**config.mk**
```make
export PLATFORM = sky130hd
export DESIGN_NAME = sfe_top
export DESIGN_NICKNAME = d
export VERILOG_FILES = /design/src/rtl/sfe_pkg.sv /design/src/rtl/sfe_edges.sv /design/src/rtl/sfe_lanes.sv /design/src/rtl/sfe_read_stub.sv /design/src/rtl/sfe_top.sv
export SDC_FILE = /design/constraint.sdc
export NUM_CORES = 1
export LEC_CHECK = 0
export BUFFER_PORTS_ARGS = -buffer_cell sky130_fd_sc_hd__buf_2
export CORE_MARGIN = 2
export CORE_UTILIZATION = 35
export CTS_BUF_LIST = sky130_fd_sc_hd__clkbuf_4 sky130_fd_sc_hd__clkbuf_8 sky130_fd_sc_hd__clkbuf_16
export DETAILED_ROUTE_END_ITERATION = 10
export HOLD_SLACK_MARGIN = 0.15
export PLACE_DENSITY_LB_ADDON = 0.25
export SLEW_MARGIN = 20
export SYNTH_ARGS = -nofsm -noshare
export SYNTH_HDL_FRONTEND = slang
export SYNTH_SLANG_ARGS = --single-unit
```
**constraint.sdc**
```tcl
create_clock -name clk -period 4.3 [get_ports clk]
set_input_delay 0.86 -clock clk [delete_from_list [all_inputs] [get_ports clk]]
set_output_delay 0.86 -clock clk [all_outputs]
set_load 0.005 [all_outputs]
```
**src/rtl/sfe_pkg.sv**
```systemverilog
package sfe_pkg;

    typedef enum logic [1:0] {
        PROTO_EXT  = 2'd0,
        PROTO_DUAL = 2'd1,
        PROTO_QUAD = 2'd2
    } proto_e;

    typedef enum logic [2:0] {
        PH_OPC    = 3'd0,
        PH_ADDR   = 3'd1,
        PH_DUMMY  = 3'd2,
        PH_RDATA  = 3'd3,
        PH_WDATA  = 3'd4,
        PH_IGNORE = 3'd5
    } phase_e;

    // log2 of the lane count: 0 -> 1 lane, 1 -> 2 lanes, 2 -> 4 lanes
    typedef logic [1:0] lanes_t;

    function automatic logic op_is_read(input logic [7:0] op);
        return (op == 8'h03) || (op == 8'h0B) || (op == 8'h3B) ||
               (op == 8'h6B) || (op == 8'hBB) || (op == 8'hEB);
    endfunction

    function automatic logic op_is_prog(input logic [7:0] op);
        return (op == 8'h02) || (op == 8'hA2) || (op == 8'h32);
    endfunction

    function automatic logic op_has_addr(input logic [7:0] op);
        return op_is_read(op) || op_is_prog(op) || (op == 8'hD8);
    endfunction

    function automatic logic op_has_dummy(input logic [7:0] op);
        return op_is_read(op) && (op != 8'h03);
    endfunction

    function automatic lanes_t lanes_for(input proto_e p, input phase_e ph,
                                         input logic [7:0] op);
        lanes_t l;
        l = 2'd0;
        if (p == PROTO_DUAL) begin
            l = 2'd1;
        end else if (p == PROTO_QUAD) begin
            l = 2'd2;
        end else if (ph == PH_ADDR) begin
            if (op == 8'hBB)      l = 2'd1;
            else if (op == 8'hEB) l = 2'd2;
        end else if (ph == PH_RDATA || ph == PH_WDATA) begin
            if (op == 8'h3B || op == 8'hBB || op == 8'hA2)      l = 2'd1;
            else if (op == 8'h6B || op == 8'hEB || op == 8'h32) l = 2'd2;
        end
        return l;
    endfunction

    function automatic logic [3:0] oe_mask(input lanes_t l);
        case (l)
            2'd0:    return 4'b0010;
            2'd1:    return 4'b0011;
            default: return 4'b1111;
        endcase
    endfunction

endpackage

```
**src/rtl/sfe_edges.sv**
```systemverilog
module sfe_edges (
    input  logic clk,
    input  logic rst_n,
    input  logic sck,
    input  logic cs_n,
    output logic sck_rise,
    output logic sck_fall,
    output logic cs_fall,
    output logic armed
);

    typedef struct packed {
        logic sck;
        logic cs;
        logic armed;
    } edge_st_t;

    edge_st_t q, d;

    always_comb begin
        d       = q;
        d.sck   = sck;
        d.cs    = cs_n;
        d.armed = q.armed | (~cs_n & q.cs);
    end

    always_ff @(posedge clk or negedge rst_n) begin
        if (!rst_n) q <= '0;
        else        q <= d;
    end

    assign sck_rise = sck & ~q.sck;
    assign sck_fall = ~sck & q.sck;
    assign cs_fall  = ~cs_n & q.cs;
    assign armed    = q.armed;

endmodule

```
**src/rtl/sfe_lanes.sv**
```systemverilog
module sfe_lanes
    import sfe_pkg::*;
(
    input  lanes_t     lanes,
    input  logic [3:0] dq_in,
    input  logic [3:0] top_nib,
    output logic [3:0] in_bits,
    output logic [3:0] pins_out
);

    always_comb begin
        case (lanes)
            2'd0: begin
                in_bits  = {3'b000, dq_in[0]};
                pins_out = {2'b00, top_nib[3], 1'b0};
            end
            2'd1: begin
                in_bits  = {2'b00, dq_in[1:0]};
                pins_out = {2'b00, top_nib[3:2]};
            end
            default: begin
                in_bits  = dq_in;
                pins_out = top_nib;
            end
        endcase
    end

endmodule

```
**src/rtl/sfe_read_stub.sv**
```systemverilog
module sfe_read_stub #(
    parameter logic [7:0] SCRAMBLE = 8'h5A
) (
    input  logic [7:0] addr_lo,
    output logic [7:0] rd_byte
);

    assign rd_byte = addr_lo ^ SCRAMBLE;

endmodule

```
**src/rtl/sfe_top.sv**
```systemverilog
module sfe_top
    import sfe_pkg::*;
#(
    parameter int ADDR_BITS  = 24,
    parameter int DUMMY_CLKS = 8
) (
    input  logic                 clk,
    input  logic                 rst_n,
    input  logic                 cs_n,
    input  logic                 sck,
    input  logic [3:0]           dq_in,
    input  logic [1:0]           mode_sel,
    input  logic                 hv_supply,
    input  logic                 array_busy,
    output logic [3:0]           dq_out,
    output logic [3:0]           dq_oe,
    output logic [7:0]           op_code,
    output logic                 op_valid,
    output logic [ADDR_BITS-1:0] addr,
    output logic                 addr_valid,
    output logic [7:0]           wr_data,
    output logic                 wr_valid,
    output logic                 standby
);

    localparam int CNT_W  = $clog2(ADDR_BITS + 1);
    localparam int DCNT_W = $clog2(DUMMY_CLKS + 2);

    typedef struct packed {
        phase_e               phase;
        proto_e               proto;
        logic [7:0]           op;
        logic [ADDR_BITS-1:0] acc;
        logic [CNT_W-1:0]     cnt;
        logic [DCNT_W-1:0]    dcnt;
        logic [ADDR_BITS-1:0] rd_addr;
        logic [7:0]           sh_out;
        logic [3:0]           out_left;
        logic [3:0]           dq_out;
        logic [3:0]           dq_oe;
        logic [ADDR_BITS-1:0] addr;
        logic                 op_valid;
        logic                 addr_valid;
        logic [7:0]           wr_data;
        logic                 wr_valid;
        logic                 standby;
    } fe_st_t;

    fe_st_t q, d;

    logic                 sck_rise, sck_fall, cs_fall, armed;
    lanes_t               ln;
    logic [2:0]           stepb;
    logic [3:0]           in_bits, pins_out;
    logic [7:0]           stub_byte, byte_sel;
    logic [ADDR_BITS-1:0] acc_sh;
    logic [CNT_W-1:0]     cnt_n;
    logic [DCNT_W-1:0]    dcnt_n;
    logic [3:0]           left_base;
    proto_e               eff_proto;

    sfe_edges i_edges (
        .clk      (clk),
        .rst_n    (rst_n),
        .sck      (sck),
        .cs_n     (cs_n),
        .sck_rise (sck_rise),
        .sck_fall (sck_fall),
        .cs_fall  (cs_fall),
        .armed    (armed)
    );

    sfe_lanes i_lanes (
        .lanes    (ln),
        .dq_in    (dq_in),
        .top_nib  (byte_sel[7:4]),
        .in_bits  (in_bits),
        .pins_out (pins_out)
    );

    sfe_read_stub i_stub (
        .addr_lo (q.rd_addr[7:0]),
        .rd_byte (stub_byte)
    );

    // Quad selection drops to the extended protocol while the high-voltage supply is on
    assign eff_proto = (mode_sel == 2'd2) ? (hv_supply ? PROTO_EXT : PROTO_QUAD) :
                       (mode_sel == 2'd1) ? PROTO_DUAL : PROTO_EXT;

    assign ln        = lanes_for(q.proto, q.phase, q.op);
    assign stepb     = 3'd1 << ln;
    assign acc_sh    = (q.acc << stepb) | ADDR_BITS'(in_bits);
    assign cnt_n     = q.cnt + CNT_W'(stepb);
    assign dcnt_n    = q.dcnt + 1'b1;
    assign byte_sel  = (q.out_left == 4'd0) ? stub_byte : q.sh_out;
    assign left_base = (q.out_left == 4'd0) ? 4'd8 : q.out_left;

    always_comb begin
        d            = q;
        d.op_valid   = 1'b0;
        d.addr_valid = 1'b0;
        d.wr_valid   = 1'b0;
        d.standby    = cs_n & ~array_busy;

        if (cs_n) begin
            d.phase    = PH_OPC;
            d.cnt      = '0;
            d.acc      = '0;
            d.dcnt     = '0;
            d.out_left = '0;
            d.dq_oe    = '0;
            d.dq_out   = '0;
        end else if (cs_fall) begin
            d.proto = eff_proto;
        end else if (armed) begin
            if (sck_rise) begin
                d.acc = acc_sh;
                d.cnt = cnt_n;
                case (q.phase)
                    PH_OPC: if (cnt_n == CNT_W'(8)) begin
                        d.op       = acc_sh[7:0];
                        d.op_valid = 1'b1;
                        d.cnt      = '0;
                        d.phase    = op_has_addr(acc_sh[7:0]) ? PH_ADDR : PH_IGNORE;
                    end
                    PH_ADDR: if (cnt_n == CNT_W'(ADDR_BITS)) begin
                        d.addr       = acc_sh;
                        d.rd_addr    = acc_sh;
                        d.addr_valid = 1'b1;
                        d.cnt        = '0;
                        if (op_is_read(q.op))
                            d.phase = (op_has_dummy(q.op) && DUMMY_CLKS != 0) ? PH_DUMMY : PH_RDATA;
                        else if (op_is_prog(q.op))
                            d.phase = PH_WDATA;
                        else
                            d.phase = PH_IGNORE;
                    end
                    PH_DUMMY: begin
                        d.dcnt = dcnt_n;
                        if (dcnt_n == DCNT_W'(DUMMY_CLKS)) begin
                            d.dcnt  = '0;
                            d.phase = PH_RDATA;
                        end
                    end
                    PH_WDATA: if (cnt_n == CNT_W'(8)) begin
                        d.wr_data  = acc_sh[7:0];
                        d.wr_valid = 1'b1;
                        d.cnt      = '0;
                    end
                    default: ;
                endcase
            end
            if (sck_fall && q.phase == PH_RDATA) begin
                if (q.out_left == 4'd0) d.rd_addr = q.rd_addr + 1'b1;
                d.dq_out   = pins_out;
                d.dq_oe    = oe_mask(ln);
                d.sh_out   = byte_sel << stepb;
                d.out_left = left_base - {1'b0, stepb};
            end
        end
    end

    always_ff @(posedge clk or negedge rst_n) begin
        if (!rst_n) q <= '0;
        else        q <= d;
    end

    assign dq_out     = q.dq_out;
    assign dq_oe      = q.dq_oe;
    assign op_code    = q.op;
    assign op_valid   = q.op_valid;
    assign addr       = q.addr;
    assign addr_valid = q.addr_valid;
    assign wr_data    = q.wr_data;
    assign wr_valid   = q.wr_valid;
    assign standby    = q.standby;

endmodule

```
After elaboration in Yosys (flattened, before gate mapping)
Index checks and enable logic that the tools add are counted.
Word-level totals
  register bits: 129
  input bits: 12
  output and inout bits: 52
  logic and storage cells: 169
Cells by class
  $add $sub $neg: 4
  equal/unequal tests: 36
  shift operators: 3
  mux-type cells: 52
  bitwise operators: 12
  reductions and logical operators: 42
Operators with widths (count)
  2-to-1 mux 112 bit: 2
  2-to-1 mux 24 bit: 5
  2-to-1 mux 57 bit: 1
  equality test 8 bit, second input constant: 7
  2-to-1 mux 44 bit: 1
  2-to-1 mux 35 bit: 1
  2-to-1 mux 33 bit: 1
  equality test 8 x 2 -> 1 bit, second input constant: 4
  equality test 8 x 6 -> 1 bit, second input constant: 4
  2-to-1 mux 3 bit: 9
  adder 24 x 1 -> 24 bit, second input constant: 1
  OR 24 x 4 -> 24 bit: 1
  one-hot mux 4 bit (2 select lines): 3
  left shift 24 x 3 -> 24 bit: 1
  logical OR 1 bit: 21
  2-to-1 mux 2 bit: 10
  2-to-1 mux 9 bit: 2
  AND reduction 6 bit: 3
  equality test 8 x 4 -> 1 bit, second input constant: 2
  equality test 8 x 7 -> 1 bit, second input constant: 2
  2-to-1 mux 12 bit: 1
  2-to-1 mux 4 bit: 3
  2-to-1 mux 11 bit: 1
  2-to-1 mux 5 bit: 2
  other kinds (36): 61

Logic depth before layout (Yosys ltp)
  depth after elaboration: 27
  gate-level depth with buffers: 18
  gate-level depth less buffers: 14

Cells and area by module
From an unflattened synthesis, not the netlist that was laid out.
Second synthesis, totals
  cells, all modules: 647
  area total of the unflattened synthesis: 6273.5 sq um
By module, submodules not included
  sfe_top: instances 1, cells an instance 622, area each 6048.3 sq um, seq. area each 2702.6 sq um
  sfe_edges: instances 1, cells an instance 7, area each 107.6 sq um, seq. area each 75.1 sq um
  sfe_lanes: instances 1, cells an instance 10, area each 72.6 sq um, seq. area each 0.0 sq um
  sfe_read_stub: instances 1, cells an instance 8, area each 45.0 sq um, seq. area each 0.0 sq um

Least setup slack after synthesis
Ideal clock, no wire load.
  path type: reg-to-reg
  start point: register q[125] (netlist bit)
  end point: register q, in the netlist addr[0]
  library setup time: 0.127 ns
  data arrival time: 3.999 ns
  data required time: 4.173 ns
  path slack: 0.174 ns
  stages on the path, launching flop included: 17
  buffers on the path: 4
  clock period less this slack: 4.126 ns
  path through: dfrtp_1 buf_6 or3b_4 o41ai_2 a22oi_1 nor2_4 buf_1 fa_1 inv_1 a222oi_1 o21ai_1 xnor2_1 o2111ai_1 or2_1 buf_2 buf_6 mux2_1
Between the ends
  word-level cells in the longest chain between the ends: 10
  elaborated cells on any way between the ends: 14
  classes of those cells: 1 x add/sub; 4 x eq/ne; 2 x shift; 4 x mux; 1 x bitwise; 2 x reduce/logical
Ends and longest elaborated chain
  from (decl): RTL line sfe_top.sv:49  | fe_st_t q, d;
  from (signal assigned): RTL line sfe_top.sv:164  | if (!rst_n) q <= '0;
  from (signal assigned): RTL line sfe_top.sv:165  | else q <= d;
  equality test 3 x 2 -> 1 bit or equality test 3 bit (tied branches): RTL line sfe_pkg.sv:49  | end else if (ph == PH_RDATA || ph == PH_WDATA) begin
  logical OR 1 bit: RTL line sfe_pkg.sv:49
  2-to-1 mux 2 bit: RTL line sfe_pkg.sv:49
  2-to-1 mux 2 bit: RTL line sfe_pkg.sv:46  | end else if (ph == PH_ADDR) begin
  2-to-1 mux 2 bit: RTL line sfe_pkg.sv:44  | end else if (p == PROTO_QUAD) begin
  2-to-1 mux 2 bit: RTL line sfe_pkg.sv:42  | if (p == PROTO_DUAL) begin
  left shift 1 x 2 -> 3 bit: RTL line sfe_top.sv:91  | assign stepb = 3'd1 << ln;
  adder 5 x 3 -> 5 bit: RTL line sfe_top.sv:93  | assign cnt_n = q.cnt + CNT_W'(stepb);
  equality test 5 bit: RTL line sfe_top.sv:126  | PH_ADDR: if (cnt_n == CNT_W'(ADDR_BITS)) begin
  AND reduction 6 bit (no source line)
Several ways; a longest one is shown, not always the timed one.
A chain may end at the register's enable or synchronous reset.

Worst setup path after layout
  start point: register q, in the netlist op_code[2]
  end point: register q, in the netlist addr[19]
Between the ends
  word-level cells in the longest chain between the ends: 13
  elaborated cells on any way between the ends: 24
  classes of those cells: 1 x add/sub; 7 x eq/ne; 2 x shift; 8 x mux; 1 x bitwise; 5 x reduce/logical
Ends and longest elaborated chain
  equality test 8 x 7 -> 1 bit or equality test 8 bit (tied branches): RTL line sfe_pkg.sv:51, sfe_pkg.sv:48
  logical OR 1 bit (2 in a row): RTL line sfe_pkg.sv:51  | else if (op == 8'h6B || op == 8'hEB || op == 8'h32) l = 2'd2;
  2-to-1 mux 2 bit: RTL line sfe_pkg.sv:51
  2-to-1 mux 2 bit: RTL line sfe_pkg.sv:50  | if (op == 8'h3B || op == 8'hBB || op == 8'hA2) l = 2'd1;
  2-to-1 mux 2 bit: RTL line sfe_pkg.sv:49
  2-to-1 mux 2 bit *: RTL line sfe_pkg.sv:46
  2-to-1 mux 2 bit *: RTL line sfe_pkg.sv:44
  2-to-1 mux 2 bit *: RTL line sfe_pkg.sv:42
  left shift 1 x 2 -> 3 bit *: RTL line sfe_top.sv:91
  adder 5 x 3 -> 5 bit: RTL line sfe_top.sv:93
  equality test 5 bit: RTL line sfe_top.sv:126
  AND reduction 6 bit (no source line)
Mark *: on every way between the ends. The rest lies on a longest branch, timed or not.

==> results_dict.tcl <==
set metrics [dict create \
    firstDrtPassIters 6 \
    syn_avg_cell_area_um2 9.419 \
    async_reset_ff_frac 1.000 \
    clockBufferDepth 2 \
    yosysWarnings 0 \
    synth_top_area_cell "dfrtp_1" \
    clk_root_buffer_cell "clkbuf_16" \
    fp.dieW_um 138.5 \
    pre_cts_ws_ns 0.1786 \
    wirelength_mm 15.94 \
    grt_use_total 0.1719 \
    synth_area_leaders "dfrtp_1 44%, buf_4 5.7%, nand2_1 5.3%" \
    grt_max_degree 41 \
    drv_cap 0 \
    synth-simple-area-share 0.1591 \
    synth-compound-area-share 0.1722 \
    first_global_vias 5107 \
    vdd_drop_max_mv 0.1942 \
    n_antenna_cell 0 \
    die-area_um2 19180 \
    fin_nets 708 \
    wl_met1_mm 7.031 \
    hold_viol_final 0 \
    slew_headroom 0.4833 \
    layout-drive-gt1-share 0.2127 \
    synthAdderAreaFrac 0.02332 \
    cts_made_buffers 9 \
    synth_top_family_by_area "compound AO/OA/AOI/OAI gates" \
    synth_top_area_share 0.4388 \
    crit_required_ns 4.55 \
    clock-skew-final_ns 0.01167 \
    yosys.cell_types.count 75 \
    maxUsedRoutingLayer "met4" \
    fin_crit_ns 4.048 \
    finish.instance_area_um2 6937 \
    crit_type "reg -> reg" \
    wl_per_cell_um 17.33 \
    synth-main-ff-cell "dfrtp_1" \
    place_inst 904 \
    powerDensity_nw_per_um2 315.1 \
    dr_wl_met3_um 684 \
    worstMarginPinSlew_ns 0.7725 \
    synth_nets 693 \
    place_congestion 0.8947 \
    fin_cells 920 \
    cts_tree "done" \
    power_leakage_nw 3.308 \
    synth-edff-count 0 \
    grt-ovfl-total 0 \
    clkTransAtPathRegs_ns 0.08 \
    synth_xor_area_frac 0.01937 \
    ys_seq_elements 111 \
    io_buffer_count 63 \
    yosysSeqAreaShare 0.4388 \
    nFillCells 1771 \
    fin_crit_sh 0.9415 \
    h-tree-depth 3 \
    dr_wl_met2_mm 7.623 \
    pin_count 64 \
    setup.worst_path.end_class "register" \
    syn-cell-area_um2 6330 \
    rows 49 \
    drt_iter0_drc 405 \
    grt_pass1_wl_mm 26.58 \
    outcome "completed" \
    setup_viol 0 \
    min_path_type "in -> async" \
    holdWs_ns 0.4727 \
    dieHeight_um 138.5 \
    clock_latency_ns 0.36 \
    vias_per_cell 5.439 \
    p_total_mw 2.185 \
    crit_fanout 31 \
    initial_core_util 0.3548 \
    drtAntennaViolNets 0 \
    synthMuxAreaShare 0.08816 \
    drc_errors 0 \
    fmax_mhz 247.0 \
    startpoint_type "register" \
    area_delta_synth_final_pct 9.587 \
    hpwlAfterDp_mm 11.22 \
    slew_violations 0 \
    place_area_um2 6608 \
    clock-sinks 111 \
    fin_ws_ns 0.2516 \
    synthCells 672 \
    antenna_found_initial 0 \
    vias 5004 \
    core_um2 17840 \
    crit_arrival_ns 4.29 \
]
## through the flow
step	util	TNS, ns
after global placement	0.3704	0
after detailed placement	0.3704	0
final	0.3888	0
after global routing	0.3888	-0.03094
after floorplan	-	0
after CTS	0.3868	0
## report_power, final
group | switching, mW | total, mW | internal [mW]
Sequential | 0.0160 | 1.07 | 1.06
Combinational | 0.163 | 0.248 | 0.0853
Clock | 0.408 | 0.862 | 0.455
## critical path, cell delays in order (launching register included)
cell and delay (ns):
dfrtp_1 0.43, nand3b_1 0.26, buf_4 0.20, nor4_1 0.29, nor3_1 0.07, and3_1 0.19
ha_1 0.21, fa_1 0.43, o21ai_0 0.18, o21ai_0 0.11, o21ai_1 0.23, xnor2_1 0.19
o2111ai_1 0.23, or2_1 0.38, buf_12 0.21, mux2_1 0.32
## cell type report
| class | count | area, um^2 | area share |
|---|---|---|---|
| Clock buffer | 9 | 225.2 | 0.03247 |
| Multi-Input combinational cell | 450 | 2954 | 0.4259 |
| Clock inverter | 6 | 68.82 | 0.009921 |
| Tap cell | 229 | 286.5 | 0.04131 |
| Timing Repair Buffer | 89 | 525.5 | 0.07576 |
| Sequential cell | 111 | 2779 | 0.4006 |
| Inverter | 26 | 97.59 | 0.01407 |
## cell usage in the layout, fill, tap and decap left out, drive strengths merged, types with 3 or more instances in the layout
cell type,n
nor4,5
a2bb2oi,3
o41ai,5
nand3,20
nor3,11
buf,89
a21oi,23
a21o,4
clkbuf,9
nand2,89
inv,28
xor2,5
ha,7
nor2,50
o21ai,56
o22ai,4
a31oi,13
xnor2,9
a22oi,5
a22o,18
mux2i,17
nand2b,6
nor3b,3
mux2,32
clkinv,3
o211ai,4
nor2b,4
dfrtp,111
nand4,4
o22a,4
and3,4
## cell usage after synthesis, types with 4 or more instances
cell / n
a21oi_1: 23
clkbuf_1: 26
a22o_1: 18
a21o_1: 4
nor3_1: 10
mux2i_1: 15
xor2_1: 5
nor4_1: 5
buf_2: 6
and3_1: 4
buf_4: 48
mux2_2: 19
nand2_1: 89
xnor2_1: 9
dfrtp_1: 111
nand2b_1: 6
nor2b_1: 4
nand3_1: 20
inv_1: 25
o21ai_1: 4
o21ai_0: 52
a22oi_1: 5
o22a_1: 4
a31oi_1: 12
mux2_1: 10
ha_1: 7
nor2_1: 49
o211ai_1: 4
## metal layers
metal / vias to the layer above / track usage
met4: 0 / 0.09237
met1: 2462 / 0.2184
li1: 2355 / -
met3: 41 / 0.02875
met2: 146 / 0.2814
met5: - / 0
## kinds of logic (layout without fill, tap and decap cells)
family	after synthesis	count (layout)
buffers and inverters	111	130
XOR/XNOR	14	14
AO/OA/AOI/OAI	162	162
multiplexers	49	49
flip-flops	111	111
AND/OR/NAND/NOR	214	214
adder cells (fa/ha/maj)	11	11
## what timing repair did
action	CTS	global route
hold buffers	0	0
resized for setup	0	8
endpoints found under the setup margin	0	32
setup buffers	0	1
## sequential cells by signal (all words and copies together), names as in the netlist
register / cells
i_edges.q: 2
op_code: 8
addr_valid: 1
q: 57
wr_valid: 1
dq_oe: 3
addr: 24
op_valid: 1
i_edges.armed: 1
dq_out: 4
standby: 1
wr_data: 8
## worst paths after layout
kind | start | to | slack (ns) | depth (start not counted)
max | op_code[2]$_DFFE_PN0P_ | addr[19]$_DFFE_PN0P_ | 0.25 | 15
min | rst_n | dq_out[3]$_DFFE_PN0P_ | 0.47 | 1
max reg2reg | op_code[2]$_DFFE_PN0P_ | addr[19]$_DFFE_PN0P_ | 0.25 | 15
min reg2reg | addr[2]$_DFFE_PN0P_ | addr[2]$_DFFE_PN0P_ | 0.48 | 2
max in group asynchronous | rst_n | q[124]$_DFFE_PN0P_ | 2.91 | 2
min in group clk | addr[2]$_DFFE_PN0P_ | addr[2]$_DFFE_PN0P_ | 0.48 | 2
No activity file was read; power rests on OpenSTA's default activity.
